[config.mk]
export PLATFORM = sky130hd
export DESIGN_NAME = gshare_predictor
export DESIGN_NICKNAME = d
export VERILOG_FILES = /design/src/rtl/gsh_pkg.sv /design/src/rtl/gsh_index_hash.sv /design/src/rtl/gsh_hist_reg.sv /design/src/rtl/gsh_ctr_table.sv /design/src/rtl/gshare_predictor.sv
export SDC_FILE = /design/constraint.sdc
export NUM_CORES = 2
export LEC_CHECK = 0
export ABC_AREA = 1
export BUFFER_PORTS_ARGS = -buffer_cell sky130_fd_sc_hd__buf_2
export CORE_MARGIN = 8
export CORE_UTILIZATION = 47
export DETAILED_ROUTE_END_ITERATION = 12
export PLACE_DENSITY = 0.65
export SETUP_SLACK_MARGIN = 0.02
export SKIP_LAST_GASP = 1
export SLEW_MARGIN = 20
export SYNTH_ARGS = -nofsm -noshare
export SYNTH_HDL_FRONTEND = slang
export SYNTH_SLANG_ARGS = --single-unit
[constraint.sdc]
create_clock -name clk -period 5.4 [get_ports clk]
set_input_delay 0.54 -clock clk [delete_from_list [all_inputs] [get_ports clk]]
set_output_delay 0.54 -clock clk [all_outputs]
set_load 0.01 [all_outputs]
[src/rtl/gsh_pkg.sv]
package gsh_pkg;
  typedef logic [1:0] ctr_t;
  localparam ctr_t CTR_MIN   = 2'b00;
  localparam ctr_t CTR_WEAKN = 2'b01;
  localparam ctr_t CTR_MAX   = 2'b11;
endpackage

[src/rtl/gsh_index_hash.sv]
module gsh_index_hash #(
  parameter int HIST_W = 8,
  parameter int IDX_W  = 9,
  parameter int CNT_W  = 3
) (
  input  logic [IDX_W-1:0]  word,
  input  logic [HIST_W-1:0] hist,
  input  logic [CNT_W:0]    ctrl,
  output logic [IDX_W-1:0]  idx
);
  localparam int PAD_W = IDX_W - HIST_W;

  logic [HIST_W-1:0] mask;

  // Mask bit i is kept when all-bits is set or the count exceeds i.
  for (genvar i = 0; i < HIST_W; i++) begin : g_mask
    localparam logic [CNT_W:0] POS = (CNT_W+1)'(i);
    assign mask[i] = ctrl[CNT_W] | ({1'b0, ctrl[CNT_W-1:0]} > POS);
  end

  if (PAD_W > 0) begin : g_pad
    assign idx = word ^ {{PAD_W{1'b0}}, hist & mask};
  end else begin : g_nopad
    assign idx = word ^ IDX_W'(hist & mask);
  end
endmodule

[src/rtl/gsh_hist_reg.sv]
module gsh_hist_reg #(
  parameter int HIST_W = 8
) (
  input  logic              clk,
  input  logic              rst,
  input  logic              shift_en,
  input  logic              outcome,
  output logic [HIST_W-1:0] hist
);
  always_ff @(posedge clk) begin
    if (rst) hist <= '0;
    else if (shift_en) hist <= {hist[HIST_W-2:0], outcome};
  end

  AST_HIST_SHIFT: assert property (@(posedge clk) disable iff (rst)
    shift_en |=> hist == {$past(hist[HIST_W-2:0]), $past(outcome)});
  AST_HIST_HOLD: assert property (@(posedge clk) disable iff (rst)
    !shift_en |=> $stable(hist));
endmodule

[src/rtl/gsh_ctr_table.sv]
module gsh_ctr_table
  import gsh_pkg::*;
#(
  parameter int IDX_W = 9
) (
  input  logic             clk,
  input  logic             rst,
  input  logic [IDX_W-1:0] rd_idx,
  output logic             rd_taken,
  input  logic             wr_en,
  input  logic [IDX_W-1:0] wr_idx,
  input  logic             wr_taken
);
  localparam int DEPTH = 1 << IDX_W;

  ctr_t mem [DEPTH];
  ctr_t wr_old, wr_new;
  logic rd_old;

  assign wr_old = mem[wr_idx];
  assign rd_old = mem[rd_idx][1];

  always_comb begin
    wr_new = wr_old;
    if (wr_taken && wr_old != CTR_MAX) wr_new = wr_old + 2'd1;
    else if (!wr_taken && wr_old != CTR_MIN) wr_new = wr_old - 2'd1;
  end

  always_ff @(posedge clk) begin
    if (rst) begin
      rd_taken <= 1'b0;
      for (int i = 0; i < DEPTH; i++) mem[i] <= CTR_WEAKN;
    end else begin
      rd_taken <= mem[rd_idx][1];
      if (wr_en) mem[wr_idx] <= wr_new;
    end
  end

  AST_CTR_INC: assert property (@(posedge clk) disable iff (rst)
    (wr_en && wr_taken && wr_old != CTR_MAX)
      |=> mem[$past(wr_idx)] == $past(wr_old) + 2'd1);
  AST_CTR_DEC: assert property (@(posedge clk) disable iff (rst)
    (wr_en && !wr_taken && wr_old != CTR_MIN)
      |=> mem[$past(wr_idx)] == $past(wr_old) - 2'd1);
  AST_CTR_SAT: assert property (@(posedge clk) disable iff (rst)
    (wr_en && wr_taken && wr_old == CTR_MAX) |=> mem[$past(wr_idx)] == CTR_MAX);
  AST_RD_OLD: assert property (@(posedge clk) disable iff (rst)
    1'b1 |=> rd_taken == $past(rd_old));
endmodule

[src/rtl/gshare_predictor.sv]
module gshare_predictor #(
  parameter int HIST_W = 8,
  parameter int IDX_W  = 9,
  parameter int CNT_W  = 3
) (
  input  logic              clk,
  input  logic              rst,
  input  logic [CNT_W:0]    hist_ctrl,
  input  logic [IDX_W-1:0]  lk_word,
  output logic              lk_taken,
  output logic [HIST_W-1:0] ghist,
  input  logic              rs_valid,
  input  logic [IDX_W-1:0]  rs_word,
  input  logic              rs_taken,
  input  logic [HIST_W-1:0] rs_hist
);
  logic [IDX_W-1:0] lk_idx, rs_idx;

  gsh_index_hash #(.HIST_W(HIST_W), .IDX_W(IDX_W), .CNT_W(CNT_W)) u_lk_hash (
    .word(lk_word), .hist(ghist), .ctrl(hist_ctrl), .idx(lk_idx));

  gsh_index_hash #(.HIST_W(HIST_W), .IDX_W(IDX_W), .CNT_W(CNT_W)) u_rs_hash (
    .word(rs_word), .hist(rs_hist), .ctrl(hist_ctrl), .idx(rs_idx));

  gsh_ctr_table #(.IDX_W(IDX_W)) u_table (
    .clk(clk), .rst(rst),
    .rd_idx(lk_idx), .rd_taken(lk_taken),
    .wr_en(rs_valid), .wr_idx(rs_idx), .wr_taken(rs_taken));

  gsh_hist_reg #(.HIST_W(HIST_W)) u_hist (
    .clk(clk), .rst(rst), .shift_en(rs_valid), .outcome(rs_taken), .hist(ghist));

  AST_PC_ONLY: assert property (@(posedge clk) disable iff (rst)
    (hist_ctrl == '0) |-> (lk_idx == lk_word && rs_idx == rs_word));
endmodule

==> results.cfg <==
[outcome]
outcome = finished clean

[finish]
area_delta_synth_final_pct = 12.5
finalNonFillerCells = 9559
regArea_um2 = 30900
fillerInstances = 11643
multi_input_area_um2 = 23300
layout.nets = 7839
drive_above_1_share = 0.0727

[critical_path]
rr_worst_depth = 16
critPathArrivalTime_ns = 5.28
critPathTopFamily = simple AND/OR/NAND/NOR gates
required_ns = 5.86
cp_max_fo = 41
path_buf_inv = 6
worstSetupPathType = input pin to flip-flop
crit_top_cell = nand2_1
crit_path_start_kind = input pin
crit_cells = 28
crit_path_top_delay_cell = buf_2
critPathCaptureType = flip-flop
slowest_delay_ns = 0.34

[cts]
cts_tree = done
cts_hold_buf = 0
post-cts-setup-buffers = 0
cts_buffer_depth = 3
cts_buffers = 112
htreeDepth = 3
cts_resized = 0
cts.sinks = 1033
clkTransAtPathRegs_ns = 0.06
root_buffer = clkbuf_16
insertion_delay_ns = 0.75

[detailed_routing]
drt.antenna.violating_nets = 0
wl_mm = 214
vias = 55346
drc_errors = 0
drt_iter0_drc = 7678
drt-vias-per-instance = 5.79
dr.pass1.iters = 9
wire_per_inst_um = 22.4

[synthesis]
synth_cells = 7920
seq_area_frac_synth = 0.517
syn_area_um2 = 59900
async_flop_share = 0
synthesis.nets = 7956
synth.most_common_cell = nand2_1
ys_types = 36
synth_edf_count = 1024
synthTopCellsByArea = edfxtp_1, nand2_1, nor2_1
avgSynthCellArea_um2 = 7.56
synth_top_area_share = 0.514
synth_area_leader_cell = edfxtp_1
yosysWarnings = 0
synth_common_cells = nand2_1, nor2_1, edfxtp_1, inv_1, nand3_1
ys_ff_latch = 1033
yosys_most_used_dff = edfxtp_1

[sta]
fin_crit_ns = 4.81
hold_viol_final = 0
max_clock_freq_mhz = 208
setup_ws_ns = 0.586
setup_tns_ns = 0
slew_violations = 0
max_slew_margin = 0.203
skew_ns = 0.0343
rsz0062_at_grt = false
hold_slack_ns = 0.109
setup-violations-final = 0
worst_pin_slew_ns = 1.19
post-route-period-util = 0.892

[global_routing]
grt_pass1_wl_mm = 316
overflow = 0
antenna_found_initial = 5
grt_max_degree = 135
grt_pass1_vias = 51928
grtUsageTotal = 0.294

[min_path]
hold_path_depth = 2
hold_class = input pin to flip-flop

[floorplanning]
row_count = 131
dieWidth_um = 373
start_util = 0.471
ios = 43
core_area_um2 = 127000
die_y_um = 373
dieArea_um2 = 139000

[job]
drv_cap = 0

[power_and_ir_drop]
leakage_nw = 25.1
power_density_nw_per_um2 = 311
ir_worst_vdd_uv = 249
finalPower_mw = 21.0

[place]
post-dp-hpwl_mm = 131
place_congestion = 0.912
placedCellCount = 9351
pre_cts_slack_ns = 0.101
io_buffers = 42
==> path summary, 6_finish.rpt <==
path,end,start,slack [ns]
worst max-delay path,u_table.mem[437][0]$_SDFFCE_PN1P_,hist_ctrl[3],0.59
worst min-delay path,u_hist.hist[0]$_SDFFE_PP0P_,rs_valid,0.11
worst min register to register,u_hist.hist[2]$_SDFFE_PP0P_,u_hist.hist[1]$_SDFFE_PP0P_,0.52
worst max register to register,u_table.rd_taken$_SDFF_PP0_,u_hist.hist[0]$_SDFFE_PP0P_,1.55
==> layout by cell type (no fill, tap or decap), types with 4 or more instances in the layout <==
master     instances
o21ai_0          358
o211ai_1         169
nand3_1          747
buf_12           151
nand2_1         2297
nor2_1          1743
o21ai_1           36
o21bai_1          23
nor3_1             4
inv_2             10
xor2_1             7
buf_2             42
clkbuf_1          26
xor2_4             5
a21oi_1            9
nand2_2            5
or2_2              9
clkinv_1          33
buf_4            162
inv_1            809
o22ai_1           15
clkinv_2          24
nand2_8            4
a31o_2             6
bufinv_16          6
nand4_1            4
nor2_4             8
nand2_4            6
edfxtp_1        1024
clkbuf_16        117
dfxtp_1            9
nand3_4            5
diode_2            4
==> cells by family after synthesis <==
family          Yosys count  share of synthesized area
compound gates          619                     0.0606
buf+inv                1414                     0.0985
fa+ha+maj                 2                   0.000418
simple gates           4838                      0.321
xor+xnor                 14                    0.00249
flops                  1033                      0.517
==> registers in the layout, indices dropped and copies added, names as in the netlist <==
| register | flops |
|---|---|
| u_table.rd_taken | 1 |
| u_table.mem | 1024 |
| u_hist.hist | 8 |
==> power breakdown <==
group / total (mW) / switching, mW / internal (mW) / leakage, nW
clock network: 7.49 / 3.29 / 4.20 / 1.70
registers: 9.02 / 0.0800 / 8.94 / 8.85
logic: 4.46 / 3.16 / 1.31 / 14.5
total: 21.0 / 6.53 / 14.4 / 25.1
==> layer usage <==
layer | GRT usage | part of all wire | vias up
met5 | 0 | 0.00010 | -
met4 | 0.149 | 0.056 | 4
met3 | 0.0702 | 0.13 | 693
met2 | 0.462 | 0.44 | 3588
met1 | 0.381 | 0.37 | 25996
li1 | - | - | 25065
==> final cells by class <==
type / instances / area share
Antenna cell: 4 / 0.000149
Clock buffer: 143 / 0.0449
Clock inverter: 61 / 0.00650
Inverter: 828 / 0.0463
Multi-Input combinational cell: 5473 / 0.346
Sequential cell: 1033 / 0.459
Tap cell: 1662 / 0.0309
Timing Repair Buffer: 355 / 0.0661
==> through the flow <==
step | cell area, µm² | util
detailed placement | 63900 | 0.503
global placement | 63900 | 0.503
floorplan | 59900 | -
finish | 67300 | 0.530
CTS | 67300 | 0.530
global route | 67300 | 0.530
(Power assumes the default switching activity.)
